==> config.mk <==
export PLATFORM = sky130hd
export DESIGN_NAME = ldst_agen
export DESIGN_NICKNAME = d
export VERILOG_FILES = /design/src/rtl/ldst_agen_pkg.sv /design/src/rtl/ldst_decode.sv /design/src/rtl/ldst_postmod.sv /design/src/rtl/ldst_agen.sv
export SDC_FILE = /design/constraint.sdc
export NUM_CORES = 1
export LEC_CHECK = 0
export ABC_AREA = 1
export BUFFER_PORTS_ARGS = -buffer_cell sky130_fd_sc_hd__clkbuf_2
export CAP_MARGIN = 10
export CORE_AREA = 3 3 109 111
export DETAILED_ROUTE_END_ITERATION = 10
export DIE_AREA = 0 0 112 114
export PLACE_DENSITY = 0.81
export SYNTH_ARGS = -nofsm -noshare
export SYNTH_HDL_FRONTEND = slang
export SYNTH_SLANG_ARGS = --single-unit
==> constraint.sdc <==
create_clock -name clk -period 5.5 [get_ports clk]
set_clock_uncertainty 0.05 [all_clocks]
set_input_delay 1.1 -clock clk [delete_from_list [all_inputs] [get_ports clk]]
set_output_delay 1.1 -clock clk [all_outputs]
set_load 0.01 [all_outputs]
==> src/rtl/ldst_agen_pkg.sv <==
package ldst_agen_pkg;
  localparam int OPW  = 16;
  localparam int REGW = 5;

  typedef enum logic [2:0] {
    K_NONE  = 3'd0,
    K_SHORT = 3'd1,
    K_LONG  = 3'd2,
    K_IMM   = 3'd3,
    K_IND   = 3'd4,
    K_IMEM  = 3'd5
  } kind_e;

  typedef struct packed {
    kind_e            kind;
    logic             store;
    logic             two;
    logic [REGW-1:0]  rnum;
    logic [1:0]       ar;
    logic [1:0]       mode;
    logic [7:0]       imm;
  } dec_t;
endpackage

==> src/rtl/ldst_decode.sv <==
module ldst_decode
  import ldst_agen_pkg::*;
(
  input  logic [OPW-1:0] op,
  output dec_t           dec
);
  always_comb begin
    dec = '0;
    if (op[15:12] == 4'b0010) begin
      dec.kind  = K_SHORT;
      dec.store = op[11];
      dec.rnum  = {2'b11, op[10:8]};
      dec.imm   = op[7:0];
    end else if (op[15:6] == 10'b0000_0000_11) begin
      dec.kind  = K_LONG;
      dec.store = op[5];
      dec.two   = 1'b1;
      dec.rnum  = op[4:0];
    end else if (op[15:8] == 8'h16) begin
      dec.kind  = K_IMM;
      dec.store = 1'b1;
      dec.two   = 1'b1;
      dec.imm   = op[7:0];
    end else if (op[15:10] == 6'b000110) begin
      dec.kind  = K_IND;
      dec.store = op[9];
      dec.mode  = op[8:7];
      dec.ar    = op[6:5];
      dec.rnum  = op[4:0];
    end else if (op[15:9] == 7'b0000001 && op[7:4] == 4'b0001) begin
      dec.kind  = K_IMEM;
      dec.rnum  = {4'b1111, op[8]};
      dec.mode  = op[3:2];
      dec.ar    = op[1:0];
    end
  end
endmodule

==> src/rtl/ldst_postmod.sv <==
module ldst_postmod #(
  parameter int DW = 16
) (
  input  logic [DW-1:0] base,
  input  logic [DW-1:0] step,
  input  logic [1:0]    mode,
  output logic [DW-1:0] next_val,
  output logic          moved
);
  always_comb begin
    moved = 1'b1;
    unique case (mode)
      2'b01:   next_val = base - DW'(1);
      2'b10:   next_val = base + DW'(1);
      2'b11:   next_val = base + step;
      default: begin next_val = base; moved = 1'b0; end
    endcase
  end
endmodule

==> src/rtl/ldst_agen.sv <==
module ldst_agen
  import ldst_agen_pkg::*;
#(
  parameter  int DW  = 16,
  parameter  int NAR = 4,
  localparam int ARW = $clog2(NAR),
  localparam int PGW = DW / 2
) (
  input  logic              clk,
  input  logic              rst,
  input  logic              op_valid,
  input  logic [OPW-1:0]    op_word,
  input  logic              ext_valid,
  input  logic [DW-1:0]     ext_word,
  input  logic [PGW-1:0]    page_lo,
  input  logic [NAR*DW-1:0] ar_bus,
  input  logic [NAR*DW-1:0] ix_bus,
  output logic [REGW-1:0]   src_sel,
  input  logic [DW-1:0]     src_data,
  output logic              need_ext,
  output logic [DW-1:0]     mem_addr,
  output logic [DW-1:0]     mem_wdata,
  output logic              dmem_re,
  output logic              dmem_we,
  output logic              imem_re,
  output logic              ld_we,
  output logic [REGW-1:0]   ld_reg,
  output logic              ar_we,
  output logic [ARW-1:0]    ar_idx,
  output logic [DW-1:0]     ar_next,
  output logic              bad_op
);
  logic [DW-1:0] ar_arr [NAR];
  logic [DW-1:0] ix_arr [NAR];

  for (genvar g = 0; g < NAR; g++) begin : g_unpack
    assign ar_arr[g] = ar_bus[g*DW +: DW];
    assign ix_arr[g] = ix_bus[g*DW +: DW];
  end

  logic           waiting;
  logic [OPW-1:0] held_op;
  logic [OPW-1:0] cur_op;
  dec_t           dec;

  assign cur_op = waiting ? held_op : op_word;

  ldst_decode u_dec (.op(cur_op), .dec(dec));

  logic [DW-1:0] ar_cur, ix_cur, ar_mod;
  logic          ar_moved;

  assign ar_cur = ar_arr[dec.ar[ARW-1:0]];
  assign ix_cur = ix_arr[dec.ar[ARW-1:0]];

  ldst_postmod #(.DW(DW)) u_pm (
    .base(ar_cur), .step(ix_cur), .mode(dec.mode),
    .next_val(ar_mod), .moved(ar_moved)
  );

  logic accept, start_wait, fire;
  assign accept     = !waiting && op_valid;
  assign start_wait = accept && dec.two;
  assign fire       = (accept && !dec.two) || (waiting && ext_valid);

  assign src_sel = dec.rnum;

  logic            n_dre, n_dwe, n_ire, n_bad, n_ldwe, n_arwe;
  logic [REGW-1:0] n_ldreg;
  logic [ARW-1:0]  n_aridx;
  logic [DW-1:0]   n_arnext, n_addr, n_wd;

  always_comb begin
    n_dre = 1'b0; n_dwe = 1'b0; n_ire = 1'b0; n_bad = 1'b0;
    n_ldwe = 1'b0; n_arwe = 1'b0; n_ldreg = '0; n_aridx = '0;
    n_arnext = '0; n_addr = '0; n_wd = '0;
    if (fire) begin
      unique case (dec.kind)
        K_SHORT: n_addr = DW'({page_lo, dec.imm});
        K_LONG:  n_addr = ext_word;
        K_IMM:   n_addr = {{(DW-8){dec.imm[7]}}, dec.imm};
        K_IND,
        K_IMEM:  n_addr = ar_cur;
        default: n_addr = '0;
      endcase
      case (dec.kind)
        K_SHORT, K_LONG, K_IND: begin
          n_dre = !dec.store;
          n_dwe = dec.store;
          n_ldwe = !dec.store;
          if (dec.store) n_wd = src_data;
          else           n_ldreg = dec.rnum;
        end
        K_IMM: begin
          n_dwe = 1'b1;
          n_wd  = ext_word;
        end
        K_IMEM: begin
          n_ire   = 1'b1;
          n_ldwe  = 1'b1;
          n_ldreg = dec.rnum;
        end
        default: begin
          n_bad  = 1'b1;
          n_addr = '0;
        end
      endcase
      if ((dec.kind == K_IND || dec.kind == K_IMEM) && ar_moved) begin
        n_arwe   = 1'b1;
        n_aridx  = dec.ar[ARW-1:0];
        n_arnext = ar_mod;
      end
    end
  end

  always_ff @(posedge clk) begin
    if (rst) begin
      waiting  <= 1'b0;
      held_op  <= '0;
      dmem_re  <= 1'b0;
      dmem_we  <= 1'b0;
      imem_re  <= 1'b0;
      bad_op   <= 1'b0;
      ld_we    <= 1'b0;
      ld_reg   <= '0;
      ar_we    <= 1'b0;
      ar_idx   <= '0;
      ar_next  <= '0;
      mem_addr <= '0;
      mem_wdata<= '0;
    end else begin
      if (start_wait) begin
        waiting <= 1'b1;
        held_op <= op_word;
      end else if (waiting && ext_valid) begin
        waiting <= 1'b0;
      end
      dmem_re   <= n_dre;
      dmem_we   <= n_dwe;
      imem_re   <= n_ire;
      bad_op    <= n_bad;
      ld_we     <= n_ldwe;
      ld_reg    <= n_ldreg;
      ar_we     <= n_arwe;
      ar_idx    <= n_aridx;
      ar_next   <= n_arnext;
      mem_addr  <= n_addr;
      mem_wdata <= n_wd;
    end
  end

  assign need_ext = waiting;
endmodule

Word-level counts from Yosys, hierarchy flattened
Cells that the tools add are included.
{ "word_totals": {"reg_bits": 78, "inputBits": 188, "output_inout_bits": 67, "word_cells": 93} }
{ "classes": {"n_addsub": 3, "magnitude_cmp": 1, "eq_ne": 14, "n_mux": 37, "n_bitwise": 5, "reduce_logical": 20} }
{ "ops": {"columns": ["op", "count"], "rows": [
  ["16-bit two-way mux", 6],
  ["16-bit binary-select mux with 2-bit select", 2],
  ["16-bit one-hot mux with 4 select lines", 1],
  ["16-bit one-hot mux with 3 select lines", 1],
  ["16-bit one-hot mux with 2 select lines", 1],
  ["9-bit two-way mux", 3],
  ["16-bit by 1-bit adder with 16-bit output (second input constant)", 1],
  ["16-bit adder", 1],
  ["8-bit two-way mux", 2],
  ["16-bit by 1-bit subtractor with 16-bit output (second input constant)", 1],
  ["3-bit OR reduction", 5],
  ["12-bit two-way mux", 1],
  ["4-bit two-way mux", 3],
  ["10-bit by 2-bit == test with 1-bit output (second input constant)", 1],
  ["10-bit two-way mux", 1],
  ["5-bit two-way mux", 2],
  ["5-bit one-hot mux with 2 select lines", 1],
  ["1-bit two-way mux", 9],
  ["8-bit by 5-bit == test with 1-bit output (second input constant)", 1],
  ["7-bit by 1-bit == test with 1-bit output (second input constant)", 1],
  ["3-bit by 2-bit == test with 1-bit output (second input constant)", 2],
  ["3-bit == test (second input constant)", 2],
  ["6-bit by 3-bit == test with 1-bit output (second input constant)", 1],
  ["1-bit logical AND", 6],
  ["15 further kinds", 25]
]} }

Depth between registers and ports, before layout
Gate-level depths: netlist of the first run.
{ "logic_depth": {"word_depth": 14, "mapped_depth": 28, "ltp_nobuf": 25} }

Cells and area by module
Synthesis of the first run repeated with hierarchy kept, for this count alone.
{ "unflattened": {"hier_cells": 1008, "hier_area_um2": 5890.6} }
{ "by_module_without_submodules": {"columns": ["module", "n_inst", "cells_each", "area_each_um2", "seq_area_each_um2"], "rows": [
  ["ldst_agen", 1, 667, 4217.8, 1561.5],
  ["ldst_postmod", 1, 256, 1242.4, 0.0],
  ["ldst_decode", 1, 85, 430.4, 0.0]
]} }

Least setup slack after synthesis of the first run
OpenSTA, ideal clock, no wires.
{ "synth_timing": {"kind": "input -> register", "start": "in op_word[15]", "end": "reg ar_next[10]", "setup_time_ps": 113, "arrival_ps": 4113, "required_time_ps": 5337, "path_slack_ps": 1224, "stages": 21, "n_path_buf": 1, "cell_sequence": "nor2_1 nand2_1 nand2_2 nand2_1 nor2_4 nand3_1 nand2_4 clkbuf_1 o21ai_0 o2111ai_1 ha_1 inv_1 fa_1 inv_1 a31oi_1 o21ai_0 a31oi_1 o21ai_0 nand2_1 nand2_1 nor2_1"} }
{ "synth_between": {"elab_chain_cells": 14, "elab_cells_between_ends": 45, "classes_between": "3 x add/sub; 10 x eq/ne; 21 x mux; 3 x bitwise; 8 x reduce/logical"} }
{ "synth_lines": {"columns": ["element", "line_no", "rtl"], "rows": [
  ["from (decl)", "ldst_agen.sv:12", "input logic [OPW-1:0] op_word,"],
  ["16-bit two-way mux (*)", "ldst_agen.sv:46", "assign cur_op = waiting ? held_op : op_word;"],
  ["7-bit by 1-bit == test with 1-bit output", "ldst_decode.sv:30", "end else if (op[15:9] == 7'b0000001 && op[7:4] == 4'b0001) begin"],
  ["1-bit logical AND", "ldst_decode.sv:30", null],
  ["9-bit two-way mux", "ldst_decode.sv:30", null],
  ["9-bit two-way mux", "ldst_decode.sv:24", "end else if (op[15:10] == 6'b000110) begin"],
  ["9-bit two-way mux", "ldst_decode.sv:19", "end else if (op[15:8] == 8'h16) begin"],
  ["12-bit two-way mux", "ldst_decode.sv:14", "end else if (op[15:6] == 10'b0000_0000_11) begin"],
  ["4-bit two-way mux", "ldst_decode.sv:9", "if (op[15:12] == 4'b0010) begin"],
  ["2-bit inverter with 3-bit output (not written as such), or another cell as far along", "ldst_agen.sv:53, ldst_agen.sv:54", null],
  ["16-bit binary-select mux with 2-bit select, or another cell as far along", "ldst_agen.sv:53", "assign ar_cur = ar_arr[dec.ar[ARW-1:0]];"],
  ["16-bit two-way mux (not written as such), or another cell as far along (2 in series)", "ldst_agen.sv:53", null],
  ["16-bit adder, or another cell as far along", "ldst_postmod.sv:15", "2'b11: next_val = base + step;"],
  ["16-bit one-hot mux with 3 select lines / 3-bit OR reduction (equally long branches)", null, null],
  ["to (signal assigned)", "ldst_agen.sv:146", "ar_next <= n_arnext;"],
  ["to (decl)", "ldst_agen.sv:30", "output logic [DW-1:0] ar_next,"]
]} }
Mark *: on every way between the ends. The rest lies on a longest branch, timed or not. The select of a mux whose other input is x is not followed.
A chain may end at the register's enable or synchronous reset.

Worst setup path in the final report of the first run
{ "layout_timing": {"start": "reg waiting (netlist: need_ext)", "end": "reg ar_next[10]"} }
{ "layout_between": {"elab_chain_cells": 14, "elab_cells_between_ends": 49, "classes_between": "3 x add/sub; 11 x eq/ne; 21 x mux; 3 x bitwise; 11 x reduce/logical"} }
{ "layout_lines": {"columns": ["element", "line_no", "rtl"], "rows": [
  ["from (decl)", "ldst_agen.sv:41", "logic waiting;"],
  ["from (signal assigned)", "ldst_agen.sv:118", "waiting <= 1'b0;"],
  ["from (signal assigned)", "ldst_agen.sv:133", "waiting <= 1'b1;"],
  ["from (signal assigned)", "ldst_agen.sv:136", "waiting <= 1'b0;"],
  ["16-bit two-way mux", "ldst_agen.sv:46", null],
  ["7-bit by 1-bit == test with 1-bit output / 4-bit by 1-bit == test with 1-bit output (equally long branches)", "ldst_decode.sv:30", null],
  ["1-bit logical AND", "ldst_decode.sv:30", null],
  ["9-bit two-way mux", "ldst_decode.sv:30", null],
  ["9-bit two-way mux", "ldst_decode.sv:24", null],
  ["9-bit two-way mux", "ldst_decode.sv:19", null],
  ["12-bit two-way mux", "ldst_decode.sv:14", null],
  ["4-bit two-way mux", "ldst_decode.sv:9", null],
  ["2-bit inverter with 3-bit output (not written as such), or another cell as far along", "ldst_agen.sv:53, ldst_agen.sv:54", null],
  ["16-bit binary-select mux with 2-bit select, or another cell as far along", "ldst_agen.sv:53", null],
  ["16-bit two-way mux (not written as such), or another cell as far along (2 in series)", "ldst_agen.sv:53", null],
  ["16-bit adder, or another cell as far along", "ldst_postmod.sv:15", null],
  ["16-bit one-hot mux with 3 select lines / 3-bit OR reduction (equally long branches)", null, null]
]} }
Parallel ways exist; a longest one is shown, timed or not. The select of a mux whose other input is x is not followed.

==> results of run 1 <==
==> routing by layer <==
layer / part of all wire (%) / GRT usage, %
met3: 7.5 / 6.15
met4: 2.9 / 9.38
met1: 40 / 33.9
met2: 49 / 47.0
met5: 0 / 0
==> area by class of cell <==
cell class	count	area (sq um)	share of cell area, %
clock buffers	10	138	2.08
flip-flops and latches	78	1560	23.6
multi-input cells	589	3040	45.9
well taps	140	175	2.64
inverters	77	289	4.36
repair buffers	263	1350	20.4
clock inverters	6	70.1	1.06
==> stage by stage <==
step / std cells / power [mW] / utilization, % / area [sq um]
finish: 1163 / 1.23 / 60.9 / 6630
CTS: 1163 / 1.23 / 60.9 / 6630
floorplan: 786 / 0.691 / - / 5170
detailed placement: 1147 / 0.792 / 59.0 / 6420
global route: 1163 / 1.29 / 60.9 / 6630
global placement: 1147 / 0.793 / 59.0 / 6420
==> kinds of logic after synthesis <==
logic type / share of synthesized area [%]
and+or+nand+nor: 33.5
adders and majority gates: 4.02
AOI/OAI and AO/OA: 19.7
buffers and inverters: 11.1
DFF: 30.2
xor gates and xnor gates: 1.53
==> path summary, 6_finish.rpt <==
kind                            slack, ns           to
worst min-delay path                 0.39  held_op[11]
worst max-delay path                 0.73  ar_next[10]
worst max register to register       0.73  ar_next[10]
worst min register to register       0.39  held_op[11]
==> Yosys cell counts (9+ instances only) <==
master / n / share of area (%)
nor2_1: 50 / 3.6
a21oi_1: 73 / 7.1
nand2_1: 238 / 17
inv_1: 64 / 4.6
clkbuf_1: 10 / 0.73
nor3_1: 12 / 1.2
ha_1: 15 / 3.6
buf_4: 9 / 1.3
buf_2: 13 / 1.3
inv_2: 12 / 0.87
o21ai_0: 42 / 4.1
dfxtp_1: 78 / 30
o21a_1: 9 / 1.3
nand2_2: 15 / 1.8
buf_6: 10 / 2.2
nand3_1: 59 / 5.7
==> power breakdown <==
group	total, mW	internal (mW)	switching (mW)
combinational	0.216	0.0964	0.120
clock	0.448	0.224	0.224
sequential	0.566	0.566	0.000526
==> tightest hold or removal path: stages, from the launching register on <==
cell and delay, ns:
dfxtp_1 0.32, nand2_1 0.06, nor2_1 0.03
==> flow_metrics.env, run 1 <==
export IMPL_worstHoldPathCells=2
export IMPL_rsz0062_at_grt="false"
export IMPL_grt_pass1_wl_um=27900
export IMPL_nNetsFinal=1222
export IMPL_drc=0
export IMPL_crit_arrival_ns=4.98
export IMPL_clockBufferDepth=2
export IMPL_floorplan_initialDensity_pct=47.5
export IMPL_clkSlewWorstSetupHoldPaths_ns=0.08
export IMPL_hp_class="flip-flop to flip-flop"
export IMPL_tns_ns=0
export IMPL_hold_ws_ns=0.392
export IMPL_grt_max_degree=71
export IMPL_synth_cell_types=45
export IMPL_ir_worst_vdd_mv=0.143
export IMPL_r2r_cells=22
export IMPL_required_ns=5.71
export IMPL_dr_total_vias=6004
export IMPL_cp_max_fo=28
export IMPL_synth_seq_cells=78
export IMPL_dieArea_sq_um=12800
export IMPL_path_buf_inv=5
export IMPL_place_ws_ns=0.679
export IMPL_critPathLaunch="need_ext"
export IMPL_die_w_um=112
export IMPL_synth_nets=990
export IMPL_drv_slew=0
export IMPL_grt_pass1_vias=5698
export IMPL_gp_congestion=0.943
export IMPL_critical_path_endpoint_type="flip-flop"
export IMPL_r2r_start="need_ext"
export IMPL_p_per_area_nw_per_um2=186
export IMPL_cp_slowest_cell="dfxtp_1"
export IMPL_clock_latency_ns=0.36
export IMPL_relSlewSlack_pct=36.8
export IMPL_p_leak_nw=3.29
export IMPL_cts_sinks=78
export IMPL_synth_area_sq_um=5170
export IMPL_cts_resized=0
export IMPL_yosys_warnings=0
export IMPL_hold_viol=0
export IMPL_period_share_pct=86.8
export IMPL_antenna_left=0
export IMPL_layout_commonest_cell="clkbuf_2"
export IMPL_antenna_found_initial=0
export IMPL_startpoint_type="flip-flop"
export IMPL_cts_root_buf="clkbuf_8"
export IMPL_dp_hpwl_um=14800
export IMPL_portBuffers=254
export IMPL_outcome="complete, no violations"
export IMPL_synthFlopType="dfxtp_1"
export IMPL_cp_cell_sequence="inv_2 -> nand2_1 -> nand2_4 -> nand2_2 -> nor2_2 -> nand3_1 -> nand2_2 -> inv_2 -> buf_4 -> o21ai_0 -> o2111ai_1 -> ha_1 -> inv_1 -> fa_1 -> inv_1 -> a31oi_1 -> o21ai_0 -> a31oi_1 -> o21ai_0 -> nand2_1 -> nand2_1 -> nor2_1"
export IMPL_crit_family="compound AO/OA/AOI/OAI gates"
export IMPL_wl_per_cell_um=15.4
export IMPL_synth_edf_count=0
export IMPL_cp_depth=22
export IMPL_max_freq_mhz=210
export IMPL_grt_use_total_pct=27.3
export IMPL_layout_common_cells="254 x clkbuf_2, 238 x nand2_1, 78 x dfxtp_1"
export IMPL_drtIter0Drc=501
export IMPL_tightest_slew_ns=0.947
export IMPL_netlist_instances=786
export IMPL_vias_per_cell=5.16
export IMPL_worst_setup_path_type="flip-flop to flip-flop"
export IMPL_async_flop_share_pct=0
export IMPL_rows=38
export IMPL_dr_pass1_iters=5
export IMPL_die_h_um=114
export IMPL_cts_tree="built"
export IMPL_cts_buffers=9
export IMPL_slowest_delay_ns=0.95
export IMPL_overflow=0
export IMPL_cap_violations=0
export IMPL_fill_cells=1056
export IMPL_avgSynthCellArea_sq_um=6.58
export IMPL_period_needed_ns=4.77
export IMPL_finalWirelength_um=17900
export IMPL_core_area_sq_um=10900
export IMPL_min_delay_start="held_op[11]"
export IMPL_postCtsSetupBuffers=0
export IMPL_final_layout_size_suffix_gt1_share_pct=32.5
export IMPL_setup_viol=0
export IMPL_antenna_cells=0
export IMPL_areaGrowthSynthToFinish_pct=28.2
export IMPL_yosysSeqAreaShare_pct=30.2
export IMPL_fin_ws_ns=0.729
export IMPL_top_level_ports=255
export IMPL_htree_num_levels=3
export IMPL_ctsHoldBuffers=0
No activity file was read; power rests on OpenSTA's default activity.
==> run 2, diff against run 1 <==
--- a/config.mk
+++ b/config.mk
@@ -8,10 +8,11 @@
 export ABC_AREA = 1
 export BUFFER_PORTS_ARGS = -buffer_cell sky130_fd_sc_hd__clkbuf_2
 export CAP_MARGIN = 10
-export CORE_AREA = 3 3 109 111
+export CORE_AREA = 3 3 114 116
 export DETAILED_ROUTE_END_ITERATION = 10
-export DIE_AREA = 0 0 112 114
+export DIE_AREA = 0 0 117 119
 export PLACE_DENSITY = 0.81
 export SYNTH_ARGS = -nofsm -noshare
 export SYNTH_HDL_FRONTEND = slang
+export SYNTH_HIERARCHICAL = 1
 export SYNTH_SLANG_ARGS = --single-unit
==> flow_metrics.env, run 2 <==
export IMPL_yosys_area_top_type="dfxtp_1"
export IMPL_overflow=0
export IMPL_synth_xor_xnor_area_share_pct=0.892
export IMPL_dieArea_sq_um=13900
export IMPL_grt_pass1_wl_um=30800
export IMPL_yosys_area_share_simple_pct=42.7
export IMPL_period_needed_ns=4.34
export IMPL_antenna_left=0
export IMPL_hold_viol=0
export IMPL_clockBufferDepth=2
export IMPL_synth_area_sq_um=5890
export IMPL_period_share_pct=78.9
export IMPL_tightest_slew_ns=0.939
export IMPL_drv_slew=0
export IMPL_worst_setup_path_type="input port to flip-flop"
export IMPL_cp_max_fo=64
export IMPL_synth_edf_count=0
export IMPL_combPwrFrac_pct=16.6
export IMPL_synth_seq_cells=78
export IMPL_gp_congestion=0.909
export IMPL_final_layout_size_suffix_gt1_share_pct=25.8
export IMPL_avgSynthCellArea_sq_um=5.84
export IMPL_grt_pass1_vias=6498
export IMPL_power_share_sequential_pct=38.2
export IMPL_p_leak_nw=4.00
export IMPL_nNetsFinal=1437
export IMPL_floorplan_initialDensity_pct=49.0
export IMPL_p_per_area_nw_per_um2=197
export IMPL_synth_mux_area_share_pct=0
export IMPL_wl_per_cell_um=14.6
export IMPL_cts_root_buf="clkbuf_16"
export IMPL_grt_max_degree=65
export IMPL_required_ns=5.72
export IMPL_core_area_sq_um=12000
export IMPL_drtIter0Drc=481
export IMPL_netlist_instances=1008
export IMPL_synthTopCellsByArea="dfxtp_1 27%, nand2_1 19%, nor2_1 8.5%"
export IMPL_cts_tree="built"
export IMPL_synth_compound_area_share_pct=13.3
export IMPL_finalWirelength_um=20200
export IMPL_ir_worst_vdd_mv=0.219
export IMPL_cts_resized=0
export IMPL_synth_top_family_by_area="simple AND/OR/NAND/NOR gates"
export IMPL_rows=40
export IMPL_pwr_share_clk_pct=45.2
export IMPL_portBuffers=254
export IMPL_yosysSeqAreaShare_pct=26.5
export IMPL_dp_hpwl_um=15900
export IMPL_layout_common_cells="301 x nand2_1, 254 x clkbuf_2, 133 x nor2_1"
export IMPL_synth_top_area_share_pct=26.5
export IMPL_postCtsSetupBuffers=0
export IMPL_max_freq_mhz=230
export IMPL_layout_commonest_cell="nand2_1"
export IMPL_rsz0062_at_grt="false"
export IMPL_antenna_cells=0
export IMPL_switchingPower_mw=0.407
export IMPL_startpoint_type="input port"
export IMPL_drc=0
export IMPL_synth_cell_types=38
export IMPL_yosysMostFrequentCell="nand2_1"
export IMPL_async_flop_share_pct=0
export IMPL_cts_sinks=78
export IMPL_swShare_pct=27.4
export IMPL_setup_viol=0
export IMPL_top_level_ports=255
export IMPL_yosys_warnings=6
export IMPL_cts_buffers=9
export IMPL_hp_class="flip-flop to flip-flop"
export IMPL_relSlewSlack_pct=37.2
export IMPL_die_h_um=119
export IMPL_dr_total_vias=7156
export IMPL_critical_path_endpoint_type="flip-flop"
export IMPL_clock_latency_ns=0.35
export IMPL_die_w_um=117
export IMPL_post_synth_fa_ha_maj_area_fraction_pct=3.53
export IMPL_stdcell_count=1385
export IMPL_synthFlopType="dfxtp_1"
export IMPL_outcome="complete, no violations"
export IMPL_crit_arrival_ns=4.56
export IMPL_tns_ns=0
export IMPL_htree_num_levels=3
export IMPL_clkSlewWorstSetupHoldPaths_ns=0.06
export IMPL_vias_per_cell=5.17
export IMPL_antenna_found_initial=2
export IMPL_grt_use_total_pct=27.8
export IMPL_dr_pass1_iters=6
export IMPL_place_inst=1368
export IMPL_ctsHoldBuffers=0
export IMPL_synth_nets=1212
export IMPL_synth_common_cells="301 x nand2_1, 133 x nor2_1, 128 x inv_1, 88 x nand3_1, 78 x dfxtp_1"
export IMPL_areaGrowthSynthToFinish_pct=27.8
export IMPL_p_int_mw=1.08
export IMPL_cap_violations=0
## run 2: cell count changes in the layout (fill, tap and decap cells not counted), moves of 9 or more
cell / delta
nor2_1: +83
inv_1: +63
nand2_1: +63
nand3_1: +29
a21oi_1: -23
o22ai_1: +18
a211oi_1: +16
nand4_1: +11
clkbuf_8: -10
nor3_1: -10
o21ai_0: +10
clkbuf_16: +9
o21a_1: -9
## run 2: through the flow
| step | total power, mW | setup slack (ns) | area, sq um | utilization (%) | hold slack [ns] |
|---|---|---|---|---|---|
| after floorplan | 0.717 | 1.23 | 5890 | - | 0.384 |
| after global placement | 0.818 | 0.943 | 7170 | 59.7 | 0.395 |
| after detailed placement | 0.821 | 0.900 | 7170 | 59.7 | 0.399 |
| after CTS | 1.49 | 1.25 | 7500 | 62.4 | 0.413 |
| after global routing | 1.55 | 0.755 | 7530 | 62.7 | 0.430 |
| final | 1.48 | 1.16 | 7530 | 62.7 | 0.412 |
## run 2: per-layer routing
| metal | global-route usage, % | share of wire (%) | vias to the layer above | wire length, um |
|---|---|---|---|---|
| met5 | 0 | 0.11 | - | 23 |
| met4 | 8.17 | 2.1 | 4 | 429 |
| met3 | 6.61 | 8.3 | 35 | 1670 |
| met2 | 46.4 | 47 | 296 | 9400 |
| met1 | 35.3 | 43 | 3190 | 8630 |
| li1 | - | - | 3631 | - |
## run 2: layout make-up
cell class	count	area [sq um]
clock buffer	9	225
clock inverter	7	103
timing repair buffer	263	1360
fill	1169	4480
multi-input combinational	743	3570
tap	147	184
sequential	78	1560
inverter	138	522
## run 2: cells by family (layout without fill, tap and decap cells)
logic type / after synthesis / count (layout)
and+or+nand+nor: 578 / 578
buffers and inverters: 187 / 417
AOI/OAI and AO/OA: 143 / 143
DFF: 78 / 78
adders and majority gates: 16 / 16
xor gates and xnor gates: 6 / 6
## run 2: worst paths after layout
check             slack [ns]          end        start  depth (start not counted)
setup / recovery        1.16  ar_next[12]  op_word[10]                         23
hold reg to reg         0.41   held_op[4]   held_op[4]                          2
hold / removal          0.41   held_op[4]   held_op[4]                          2
setup reg to reg        1.20  ar_next[12]     need_ext                         21
## run 2: critical path, stage by stage
cell and delay [ns]:
clkbuf_2 0.09, nand2_1 0.06, o21ai_0 0.22, nor2_1 0.23, nand2_1 0.09, inv_1 0.10
nand3_4 0.13, o22ai_4 0.14, buf_4 0.54, o21ai_0 0.18, o22ai_1 0.22, nand2_1 0.10
nand2_1 0.07, ha_1 0.26, or2_1 0.26, and2_4 0.18, nand3_1 0.10, nand3_1 0.08
nand2_1 0.07, nand3_1 0.07, nand2_1 0.11, inv_1 0.04, nor2_1 0.09
## run 2: power by group through the flow
| stage | combinational [mW] | clock [mW] | sequential [mW] |
|---|---|---|---|
| after floorplan | 0.137 | 0 | 0.580 |
| after global placement | 0.239 | 0 | 0.579 |
| after detailed placement | 0.242 | 0 | 0.579 |
| after CTS | 0.243 | 0.679 | 0.566 |
| after global routing | 0.276 | 0.704 | 0.566 |
| final | 0.246 | 0.671 | 0.566 |
